### src/rtl/rfm_pkg.sv
package rfm_pkg;

  // fault register bit positions
  localparam int BIT_CLIP   = 7;
  localparam int BIT_LOS    = 6;
  localparam int BIT_DEG    = 5;
  localparam int BIT_TRK    = 4;
  localparam int BIT_PHASE  = 1;
  localparam int BIT_PARITY = 0;

  // control-register bit selecting the narrow phase-lock range
  localparam int NARROW_BIT = 5;

  // host strobes, qualified by configuration mode
  typedef struct packed {
    logic clear;
    logic write;
  } strobe_t;

  // latched conditions that steer the pin code
  typedef struct packed {
    logic clip;
    logic los;
    logic deg;
    logic trk;
    logic parity;
  } latch_flags_t;

  // {dosN, lotN}
  typedef enum logic [1:0] {
    CODE_SEVERE  = 2'b00,
    CODE_DEGRADE = 2'b01,
    CODE_TRACK   = 2'b10,
    CODE_IDLE    = 2'b11
  } pin_code_e;

endpackage

### src/rtl/rfm_datapath.sv
module rfm_datapath
  import rfm_pkg::*;
#(
  parameter int NUM_CH      = 4,
  parameter int CLIP_CYCLES = 800,
  parameter int NUM_CFG     = 4,
  parameter int AW          = 2,
  parameter int CTRL_IDX    = 0
) (
  input  logic              clk,
  input  logic              rstN,
  input  strobe_t           stb,
  input  logic              losIn,
  input  logic              degIn,
  input  logic              trkIn,
  input  logic              phaseIn,
  input  logic [NUM_CH-1:0] clipIn,
  input  logic [AW-1:0]     wrAddr,
  input  logic [7:0]        wrData,
  output logic [7:0]        faultReg,
  output latch_flags_t      flags,
  output logic              phaseLive
);

  localparam int          CW       = $clog2(CLIP_CYCLES + 1);
  localparam logic [CW-1:0] CLIP_MAX = CW'(CLIP_CYCLES);
  localparam logic [7:0]  CTRL_DEF = 8'h20;
  localparam logic [7:0]  DATA_DEF = 8'h80;

  logic [NUM_CH-1:0]  clipHit;
  logic [NUM_CFG-1:0] parityBad;
  logic [7:0]         cfgRegs [NUM_CFG];
  logic               phaseEff;
  logic [7:0]         cond;

  // per-channel duration qualifiers
  for (genvar ch = 0; ch < NUM_CH; ch++) begin : g_clip
    logic [CW-1:0] holdCnt;
    always_ff @(posedge clk) begin
      if (!rstN)                 holdCnt <= '0;
      else if (!clipIn[ch])      holdCnt <= '0;
      else if (holdCnt != CLIP_MAX) holdCnt <= holdCnt + 1'b1;
    end
    assign clipHit[ch] = clipIn[ch] && (holdCnt == CLIP_MAX);


    clip_needs_history_chk: assert property (@(posedge clk) disable iff (!rstN)
      clipHit[ch] |-> $past(clipIn[ch]));
  end

  // configuration words with continuous parity check
  for (genvar r = 0; r < NUM_CFG; r++) begin : g_cfg
    always_ff @(posedge clk) begin
      if (!rstN)
        cfgRegs[r] <= (r == CTRL_IDX) ? CTRL_DEF : DATA_DEF;
      else if (stb.write && wrAddr == AW'(r))
        cfgRegs[r] <= wrData;
    end
    assign parityBad[r] = ~^cfgRegs[r];
  end

  assign phaseEff = phaseIn && cfgRegs[CTRL_IDX][NARROW_BIT];

  always_comb begin
    cond             = '0;
    cond[BIT_CLIP]   = |clipHit;
    cond[BIT_LOS]    = losIn;
    cond[BIT_DEG]    = degIn;
    cond[BIT_TRK]    = trkIn;
    cond[BIT_PHASE]  = phaseEff;
    cond[BIT_PARITY] = |parityBad;
  end

  always_ff @(posedge clk) begin
    if (!rstN) begin
      faultReg  <= '0;
      phaseLive <= 1'b0;
    end else begin
      faultReg  <= (stb.clear ? 8'h00 : faultReg) | cond;
      phaseLive <= phaseEff;
    end
  end

  assign flags = '{clip:   faultReg[BIT_CLIP],
                   los:    faultReg[BIT_LOS],
                   deg:    faultReg[BIT_DEG],
                   trk:    faultReg[BIT_TRK],
                   parity: faultReg[BIT_PARITY]};


  sticky_bits_chk: assert property (@(posedge clk) disable iff (!rstN)
    !stb.clear |=> ((faultReg & $past(faultReg)) == $past(faultReg)));


  read_clears_chk: assert property (@(posedge clk) disable iff (!rstN)
    (stb.clear && cond == 8'h00) |=> (faultReg == 8'h00));


  parity_latched_chk: assert property (@(posedge clk) disable iff (!rstN)
    (|parityBad) |=> faultReg[BIT_PARITY]);


  wide_range_quiet_chk: assert property (@(posedge clk) disable iff (!rstN)
    !cfgRegs[CTRL_IDX][NARROW_BIT] |=> !phaseLive);

endmodule

### src/rtl/rfm_control.sv
module rfm_control
  import rfm_pkg::*;
(
  input  logic         clk,
  input  logic         rstN,
  input  logic         cfgMode,
  input  logic         faultRdEn,
  input  logic         cfgWrEn,
  input  latch_flags_t flags,
  input  logic         phaseLive,
  output strobe_t      stb,
  output logic         dosN,
  output logic         lotN
);

  pin_code_e code;

  always_comb begin
    stb.clear = cfgMode && faultRdEn;
    stb.write = cfgMode && cfgWrEn;
    if (flags.clip || flags.los || flags.parity) code = CODE_SEVERE;
    else if (flags.deg)                          code = CODE_DEGRADE;
    else if (flags.trk || phaseLive)             code = CODE_TRACK;
    else                                         code = CODE_IDLE;
  end

  assign {dosN, lotN} = code;


  severe_code_chk: assert property (@(posedge clk) disable iff (!rstN)
    (flags.los || flags.clip || flags.parity) |-> (!dosN && !lotN));


  idle_code_chk: assert property (@(posedge clk) disable iff (!rstN)
    (flags == '0 && !phaseLive) |-> (dosN && lotN));

endmodule

### src/rtl/resolver_fault_monitor.sv
module resolver_fault_monitor
  import rfm_pkg::*;
#(
  parameter int NUM_CH   = 4,
  parameter int CLK_MHZ  = 200,
  parameter int CLIP_US  = 4,
  parameter int NUM_CFG  = 4,
  localparam int AW      = (NUM_CFG > 1) ? $clog2(NUM_CFG) : 1
) (
  input  logic              clk,
  input  logic              rstN,
  input  logic              losIn,
  input  logic              degIn,
  input  logic              trkIn,
  input  logic [NUM_CH-1:0] clipIn,
  input  logic              phaseErrIn,
  input  logic              cfgMode,
  input  logic              cfgWrEn,
  input  logic [AW-1:0]     cfgAddr,
  input  logic [7:0]        cfgWrData,
  input  logic              faultRdEn,
  output logic [7:0]        faultData,
  output logic              dosN,
  output logic              lotN
);

  localparam int CLIP_CYCLES = CLK_MHZ * CLIP_US;

  strobe_t      stb;
  latch_flags_t flags;
  logic         phaseLive;

  rfm_control u_ctrl (
    .clk       (clk),
    .rstN      (rstN),
    .cfgMode   (cfgMode),
    .faultRdEn (faultRdEn),
    .cfgWrEn   (cfgWrEn),
    .flags     (flags),
    .phaseLive (phaseLive),
    .stb       (stb),
    .dosN      (dosN),
    .lotN      (lotN)
  );

  rfm_datapath #(
    .NUM_CH      (NUM_CH),
    .CLIP_CYCLES (CLIP_CYCLES),
    .NUM_CFG     (NUM_CFG),
    .AW          (AW),
    .CTRL_IDX    (0)
  ) u_dp (
    .clk       (clk),
    .rstN      (rstN),
    .stb       (stb),
    .losIn     (losIn),
    .degIn     (degIn),
    .trkIn     (trkIn),
    .phaseIn   (phaseErrIn),
    .clipIn    (clipIn),
    .wrAddr    (cfgAddr),
    .wrData    (cfgWrData),
    .faultReg  (faultData),
    .flags     (flags),
    .phaseLive (phaseLive)
  );

endmodule

### config.mk
export PLATFORM = sky130hd
export DESIGN_NAME = resolver_fault_monitor
export DESIGN_NICKNAME = d
export VERILOG_FILES = /design/src/rtl/rfm_pkg.sv /design/src/rtl/rfm_datapath.sv /design/src/rtl/rfm_control.sv /design/src/rtl/resolver_fault_monitor.sv
export SDC_FILE = /design/constraint.sdc
export NUM_CORES = 1
export LEC_CHECK = 0
export BUFFER_PORTS_ARGS = -buffer_cell sky130_fd_sc_hd__buf_2
export CORE_ASPECT_RATIO = 0.6
export CORE_MARGIN = 2
export CORE_UTILIZATION = 45
export DETAILED_ROUTE_END_ITERATION = 12
export SLEW_MARGIN = 10
export SYNTH_ARGS = -nofsm -noshare
export SYNTH_HDL_FRONTEND = slang
export SYNTH_SLANG_ARGS = --single-unit
### constraint.sdc
create_clock -name clk -period 2.2 [get_ports clk]
set_input_delay 0.11 -clock clk [delete_from_list [all_inputs] [get_ports clk]]
set_output_delay 0.11 -clock clk [all_outputs]
set_load 0.05 [all_outputs]
Word level (Yosys, flattened, before mapping)
Memory sizes are Yosys's and may differ from the RTL's.
Index checks and enable logic that the tools add are counted.
Widths: inputs -> output; s select.
- flip-flop bits (word level): 49
- latch bits: 0
- bits in writable memories: 32
- memory bits (read-only): 0
- input port bits: 23
- output and inout bits: 10
- logic and storage cells: 73
- memories: 1
- add/subtract/negate cells: 4
- multipliers: 0
- divide/modulo/power cells: 0
- magnitude comparators: 0
- eq/ne operators: 11
- shifts and indexed selects: 0
- mux-type cells: 21
- bitwise gates (word level): 5
- reductions and logical operators: 25
- memory list (memory ; depth ; width ; rd ports ; clocked after memory_dff ; write ports ; RTL line ; text):
    u_dp.cfgRegs ; 4 ; 8 ; 4 ; 0 ; 4 ; rfm_datapath.sv:32 ; logic [7:0] cfgRegs [NUM_CFG];
- operators with widths (kind ; number):
    $add 10x1->10 const B ; 4
    $eq 10x10->1 const B ; 4
    $mux 8 ; 5
    $ne 10x10->1 const B ; 4
    $reduce_xnor 8->1 ; 4
    $mux 1 ; 14
    $logic_and 1x1->1 ; 11
    $or 8x8->8 ; 1
    $reduce_and 2->1 ; 4
    $reduce_or 4->1 ; 2
    $eq 2x2->1 const B ; 2
    $mux 2 ; 2
    $or 1x1->1 ; 4
    $logic_or 1x1->1 ; 3
    $eq 2x1->1 const B ; 1
    $logic_not 2->1 ; 1

Depth between registers and ports, before layout
Gate-level depths: netlist of run 1.
- depth in word-level cells: 6
- depth in mapped cells: 6
- depth with buffers taken out: 6

By module
A second synthesis of run 1 with hierarchy kept.
- cell total of the unflattened synthesis: 356
- area, all modules: 3638.5 um2
- by module, submodules not included (module ; times used ; cells each ; area each (um2) ; seq. area each (um2)):
    rfm_datapath ; 1 ; 350 ; 3603.5 ; 1901.8
    rfm_control ; 1 ; 6 ; 35.0 ; 0.0

Worst setup path after synthesis of run 1
No wires, ideal clock.
- path type: register to output
- from: register u_dp.faultReg[5]
- to: output port lotN
- arrival time: 2203 ps
- setup slack: -113 ps
- stages on the path, launching flop included: 3
- path through: dfxtp_1 -> nor2_1 -> nor4_1
- longest elaborated chain between the ends: 2
- ends and longest elaborated chain (element ; RTL line ; text):
    from (decl) ; rfm_datapath.sv:20 ; output logic [7:0] faultReg,
    from (signal assigned) ; rfm_datapath.sv:79 ; faultReg <= (stb.clear ? 8'h00 : faultReg) | cond;
    $mux 2 ; rfm_control.sv:22 ; else if (flags.deg) code = CODE_DEGRADE;
    $mux 2 ; rfm_control.sv:21 ; if (flags.clip || flags.los || flags.parity) code = CODE_SEVERE;
    to (decl) ; resolver_fault_monitor.sv:24 ; output logic lotN
No other way between the ends.

Worst setup path after layout of run 1
- from: register u_dp.g_clip[0].holdCnt[0]
- to: register u_dp.faultReg[7]
- longest elaborated chain between the ends: 4
- ends and longest elaborated chain (element ; RTL line ; text):
    from (decl) ; rfm_datapath.sv:38 ; logic [CW-1:0] holdCnt;
    from (signal assigned) ; rfm_datapath.sv:42 ; else if (holdCnt != CLIP_MAX) holdCnt <= holdCnt + 1'b1;
    $eq 10x10->1 ; rfm_datapath.sv:44 ; assign clipHit[ch] = clipIn[ch] && (holdCnt == CLIP_MAX);
    $logic_and 1x1->1 ; rfm_datapath.sv:44 ;
    $reduce_or 4->1 ; rfm_datapath.sv:66 ; cond[BIT_CLIP] = |clipHit;
    $or 8x8->8 ; rfm_datapath.sv:79 ;
No other way between the ends.
A chain may end at the register's enable or synchronous reset.

==> impl_metrics.csv, run 1 <==
group,metric,value,unit
route,wl_met2,2.70,mm
clock_network,tritoncts,"done",
synth,synth.avg_cell_area,10.5,um^2
clock_network,cts_buffers,9,
route,drtIter0Drc,144,
cells_and_area,design_area,4140,um^2
global_route,grt_usage,16.8,%
critical_path,cpPeakStageDelay,0.45,ns
critical_path,worstPathCellList,"inv_1 -> ha_1 -> nand4_1 -> inv_1 -> a222oi_1 -> a21oi_1",
global_route,grt_pass1_wl,10.9,mm
synth,synth_area_leader_cell,"edfxtp_1",
critical_path,cp-start-kind,"flip-flop",
clock_network,cts-root-buf,"clkbuf_16",
synth,ys_seq_area_share,53.9,%
critical_path,slowest_stage,"dfxtp_1",
synth,syn_inst,336,
synth,netlist_top_cells_area,"edfxtp_1, dfxtp_1, xnor2_1, xor2_1, nor2_1",
synth,synth-main-ff-cell,"dfxtp_1",
sta,finalSetupViolations,0,
synth,ys.warnings.count,0,
synth,synth_edf_count,32,
route,wl_per_cell,13.6,um
worst_hold_path,hp-class,"in2reg",
sta,period_minus_slack,1.52,ns
critical_path,r2r_slack,0.68,ns
critical_path,reg2reg_to,"u_dp.faultReg[7]",
cells_and_area,postLayoutCoreUtil,55.8,%
route,dr.max_layer_used,"met4",
critical_path,cp_top_family,"flip-flops",
placed_design,gp_congestion,0.808,
clock_network,cts.sinks,79,
die,coreArea,7420,um^2
cells_and_area,layout-drive-gt1-share,13.9,%
worst_hold_path,min_to,"u_dp.phaseLive",
sta,whs,0.0799,ns
route,routed_wl,6.71,mm
critical_path,crit_type,"reg2reg",
synth,synth_commonest_cells,"nor2_1, dfxtp_1, xnor2_1",
critical_path,arrival,1.73,ns
sta,post-route-period-util,69.3,%
route,drt-met1-wl,3.70,mm
placed_design,io_buffers,30,
placed_design,dp_hpwl,4.89,mm
worst_hold_path,min_path_cells,2,
synth,async_flop_share,0,%
synth,synth_cell_types,32,
critical_path,r2r_cells,6,
synth,netlist_area,3530,um^2
sta,rsz0062_at_grt,"false",
power,power.total,0.00329,W
placed_design,placed_area,3840,um^2
cells_and_area,ff_latch_area,1900,um^2
power,power_frac_comb,9.8,%
critical_path,critPathCaptureType,"flip-flop",
flow_run,max_cap_viol_count,0,
global_route,grt-ovfl-total,0,
die,die_area,8590,um^2
power,p_clk_share,41.1,%
sta,clock_skew,0.00396,ns
global_route,antenna_found_initial,0,
die,ios,33,
cells_and_area,area_growth,17.3,%
sta,fmax,656,MHz
sta,drv_slew,0,
synth,synth.most_common_cell,"nor2_1",
sta,setup_tns,0,ns
route,wl_met3,282,um
route,viasPerCell,4.80,
die,initial_utilization,47.6,%
die,die_x,118,um
critical_path,worst_ep_required_time,2.40,ns
critical_path,path_max_fanout,7,
cells_and_area,nNetsFinal,414,
power,power_density,794,nW/um^2
power,p_leak,1.55,nW
synth,synth_top_area_share,27.2,%
die,die_y,72.6,um
clock_network,clock_latency,0.32,ns
cells_and_area,n_fill_cell,675,
power,peakVddDrop,0.401,mV
synth,ys_ff_latch,79,
power,p_sw,0.000750,W
sta,hold_viol,0,
worst_hold_path,min_from,"phaseErrIn",
critical_path,r2r_start,"u_dp.g_clip[0].holdCnt[0]",
die,row_count,24,
global_route,grt_max_degree,14,
critical_path,cp.buffers_inverters,2,
outcome,status,"finished clean",
global_route,first_global_vias,2083,
power,swShare,22.8,%
clock_network,cts_resized,0,
power,p_seq_share,49.2,%
power,internal_power,0.00254,W
route,ant_nets,0,
route,vias,2362,
critical_path,path_common_cell,"inv_1",
clock_network,clock_path_buffers,2,
route,drt-pass1-iter-count,4,
cells_and_area,multiInputGateArea,1570,um^2
clock_network,clk_pin_slew,0.06,ns
route,drc,0,
cells_and_area,diodes,0,
clock_network,h-tree-depth,3,
==> metrics by stage <==
| stage | std cells | worst slack, ns |
|---|---|---|
| after global placement | 473 | 0.698 |
| after detailed placement | 473 | 0.662 |
| after CTS | 492 | 0.656 |
| after global routing | 492 | 0.489 |
| final | 492 | 0.676 |
| after floorplan | 337 | -0.000190 |
==> power by group through the flow <==
stage               Sequential (W)  Clock, W  Combinational [W]
finish                     0.00162   0.00135           0.000322
global route               0.00162   0.00145           0.000350
CTS                        0.00162   0.00139           0.000323
detailed placement         0.00165         0           0.000316
global placement           0.00165         0           0.000318
floorplan                  0.00167         0           0.000201
==> worst reg2reg max path: stages, from the launching register on <==
cell and delay (ns):
dfxtp_1 0.45, inv_1 0.07, ha_1 0.20, nand4_1 0.20, inv_1 0.09, a222oi_1 0.28
a21oi_1 0.10
==> how the worst max path moves through the flow <==
| stage | startpoint | endpoint | slack (ns) | cells after the start |
|---|---|---|---|---|
| CTS | u_dp.g_clip[0].holdCnt[0] | u_dp.faultReg[7] | 0.66 | 6 |
| finish | u_dp.g_clip[0].holdCnt[0] | u_dp.faultReg[7] | 0.68 | 6 |
| detailed placement | u_dp.g_clip[0].holdCnt[0] | u_dp.faultReg[7] | 0.66 | 6 |
| floorplan | u_dp.faultReg[7] | dosN | -0.0002 | 1 |
| global placement | u_dp.g_clip[0].holdCnt[0] | u_dp.faultReg[7] | 0.70 | 6 |
| global route | u_dp.g_clip[0].holdCnt[0] | u_dp.faultReg[7] | 0.49 | 6 |
==> layer usage <==
metal,GRT usage (%),vias up
li1,-,1229
met1,26.4,1090
met2,20.7,41
met3,5.16,2
met4,6.29,0
met5,0,-
==> flip-flops by register name, indices dropped and copies added, names as in the netlist <==
signal,flops
u_dp.cfgRegs,32
u_dp.faultReg,6
u_dp.g_clip.holdCnt,40
u_dp.phaseLive,1
==> what timing repair did <==
action,CTS,global route
hold endpoints to repair,3,0
hold buffers,3,0
buffers inserted,0,0
==> placed cells by master (no fill, tap or decap), drive strengths merged, types with 12 or more instances in the layout <==
cell type  instances
clkbuf            15
and2              28
nand3             25
nor2              52
buf               35
xnor2             37
nand2             12
xor2              24
edfxtp            32
inv               12
dfxtp             47
==> cells by family after synthesis <==
| kind of cell | count (synthesis) | share of synthesized area [%] |
|---|---|---|
| simple gates | 152 | 22.2 |
| flops | 79 | 53.9 |
| xor+xnor | 61 | 15.1 |
| compound gates | 16 | 2.73 |
| buf+inv | 15 | 1.81 |
| mux | 4 | 1.24 |
| fa+ha+maj | 8 | 2.84 |
| other cells | 1 | 0.106 |
==> layout make-up <==
cell class / count / area share [%]
well taps: 104 / 3.14
inverters: 12 / 1.09
multi-input cells: 243 / 38.0
clock inverters: 1 / 0.121
repair buffers: 38 / 5.26
clock buffers: 15 / 6.47
flip-flops and latches: 79 / 45.9
No activity file was read; power rests on OpenSTA's default activity.
==> run 2, diff against run 1 <==
--- a/config.mk
+++ b/config.mk
@@ -10,6 +10,7 @@
 export CORE_MARGIN = 2
 export CORE_UTILIZATION = 45
 export DETAILED_ROUTE_END_ITERATION = 12
+export PLACE_DENSITY = 0.66
 export SLEW_MARGIN = 10
 export SYNTH_ARGS = -nofsm -noshare
 export SYNTH_HDL_FRONTEND = slang
==> constraint.sdc (replaced) <==
create_clock -name clk -period 1.3 [get_ports clk]
set_input_delay 0.065 -clock clk [delete_from_list [all_inputs] [get_ports clk]]
set_output_delay 0.065 -clock clk [all_outputs]
set_load 0.05 [all_outputs]
==> run 2 against run 1 <==
Maximum frequency rose by 6.8%. Largest cell class unchanged. Routed wire length is 17% higher. The flow now finishes with violations (setup timing). Clock skew about the same. Worst setup slack got worse by 0.80 ns. Total power up 85%. Global-route usage rose by 2.2 points. Hold slack got worse by 0.036 ns. Design area is 15% higher. Sequential power rose by 70%. Critical path type unchanged. Clock power grew 100%. Final cell count increased by 8.3%.
==> impl_metrics.csv, run 2 (synthesis gave the netlist of run 1 again) <==
group,metric,value,unit
sta,fmax,701,MHz
placed_design,dp_hpwl,5.43,mm
power,power_density,1280,nW/um^2
cells_and_area,final_cell_mix,"nor2_1, buf_4, xnor2_1, edfxtp_1",
placed_design,gp_congestion,0.781,
cells_and_area,layout_top_registers,"u_dp.g_clip.holdCnt (40), u_dp.cfgRegs (32), u_dp.faultReg (6)",
cells_and_area,layoutNonFillerInstCount,533,
cells_and_area,diodes,0,
global_route,grt-ovfl-total,0,
cells_and_area,postLayoutCoreUtil,64.3,%
flow_run,max_cap_viol_count,0,
clock_network,h-tree-depth,3,
route,wl_per_cell,14.8,um
cells_and_area,largest-register,"u_dp.g_clip.holdCnt",
critical_path,path_max_fanout,1,
power,p_leak,1.85,nW
clock_network,clk_pin_slew,0.06,ns
clock_network,cts.sinks,79,
sta,drv_slew,0,
cells_and_area,layout_commonest_cell,"nor2_1",
clock_network,clock_path_buffers,2,
placed_design,post-place-cells,507,
route,drtIter0Drc,153,
route,viasPerCell,4.86,
critical_path,arrival,1.63,ns
cells_and_area,largest_reg_flops,40,
sta,whs,0.0435,ns
cells_and_area,nNetsFinal,455,
route,vias,2592,
clock_network,cts_buffers,9,
worst_hold_path,hp-class,"in2reg",
route,ant_nets,0,
sta,hold_viol,0,
die,die_area,8590,um^2
cells_and_area,layout-drive-gt1-share,36.1,%
sta,finalSetupViolations,7,
global_route,grt_max_degree,14,
critical_path,cp-start-kind,"flip-flop",
global_route,antenna_found_initial,0,
cells_and_area,area_growth,35.1,%
die,ios,33,
sta,period_minus_slack,1.43,ns
placed_design,io_buffers,30,
outcome,violations,"setup timing",
clock_network,tritoncts,"done",
die,die_x,118,um
die,initial_utilization,47.6,%
critical_path,critPathCaptureType,"flip-flop",
sta,setup_ws,-0.127,ns
global_route,grt_usage,18.9,%
outcome,status,"complete, but fails checks",
global_route,grt_pass1_wl,12.2,mm
clock_network,clock_latency,0.33,ns
global_route,first_global_vias,2496,
die,row_count,24,
route,routed_wl,7.87,mm
route,drc,0,
route,drt-pass1-iter-count,4,
sta,post-route-period-util,110,%
cells_and_area,n_fill_cell,629,
sta,clock_skew,0.00410,ns
power,peakVddDrop,0.762,mV
die,coreArea,7420,um^2
clock_network,cts-root-buf,"clkbuf_16",
critical_path,crit_type,"reg2reg",
sta,rsz0062_at_grt,"true",
die,die_y,72.6,um
critical_path,worst_ep_required_time,1.51,ns
[run 2: cell count changes in the layout (fill, tap and decap cells not counted), moves of 6 or more]
cell / delta
and3_1: -6
buf_4: +35
buf_6: +8
dfxtp_1: -25
dfxtp_2: +25
nor2_1: -7
nor2_2: +7
[run 2: layout make-up]
cell class                      count  area [um^2]  area share [%]
Sequential cell                    79         1930            40.6
Tap cell                          104          130            2.73
Clock inverter                      2         35.0           0.735
Clock buffer                       14          297            6.22
Multi-Input combinational cell    243         1770            37.1
Timing Repair Buffer               79          561            11.8
Inverter                           12         45.0           0.945
[run 2: final timing paths]
path                                          from               end  slack, ns  depth (start not counted)
worst max-delay path            u_dp.cfgRegs[3][0]  u_dp.faultReg[0]      -0.13                          5
worst min-delay path                     clipIn[1]  u_dp.faultReg[7]       0.04                          3
worst max register to register  u_dp.cfgRegs[3][0]  u_dp.faultReg[0]      -0.13                          5
worst min register to register    u_dp.faultReg[4]  u_dp.faultReg[4]       0.50                          2
[run 2: worst max-delay path, cell delays in order, from the launching register on]
cell and delay (ns):
edfxtp_1 0.43, xnor2_2 0.16, xnor2_1 0.14, xnor2_1 0.13, a2111oi_1 0.35, a21oi_1 0.10
[run 2: timing repair]
action                                  4_1_cts  5_1_grt
cloned                                        0        0
endpoints found under the hold margin         3        0
setup buffers                                 1        6
gates resized for setup                      20       46
hold buffers                                  3        0
pin swaps                                     8       14
endpoints found under the setup margin       17       24
[run 2: layer usage]
layer	share of wire [%]	up-vias	GRT usage (%)	routed length [um]
li1	-	1313	-	-
met1	46	1229	25.4	3620
met2	46	44	29.5	3660
met3	6.5	6	5.63	509
met4	1.1	0	6.83	84
met5	0	-	0	0
[run 2: stage by stage]
stage / power (W) / worst slack, ns / instance area, um^2 / TNS (ns)
floorplan: 0.00318 / -0.0371 / 3570 / -0.0678
global placement: 0.00336 / -0.0912 / 4120 / -0.375
detailed placement: 0.00337 / -0.106 / 4120 / -0.616
CTS: 0.00612 / -0.117 / 4560 / -0.373
global route: 0.00632 / -0.221 / 4770 / -1.37
finish: 0.00608 / -0.127 / 4770 / -0.367
[run 2: power by group]
| part | switching [W] | total, W | internal (W) | leakage, nW |
|---|---|---|---|---|
| Combinational | 0.000348 | 0.000622 | 0.000275 | 0.983 |
| Clock | 0.000942 | 0.00271 | 0.00177 | 0.163 |
| Sequential | 0.0000699 | 0.00275 | 0.00268 | 0.703 |
| Total | 0.00136 | 0.00608 | 0.00472 | 1.85 |
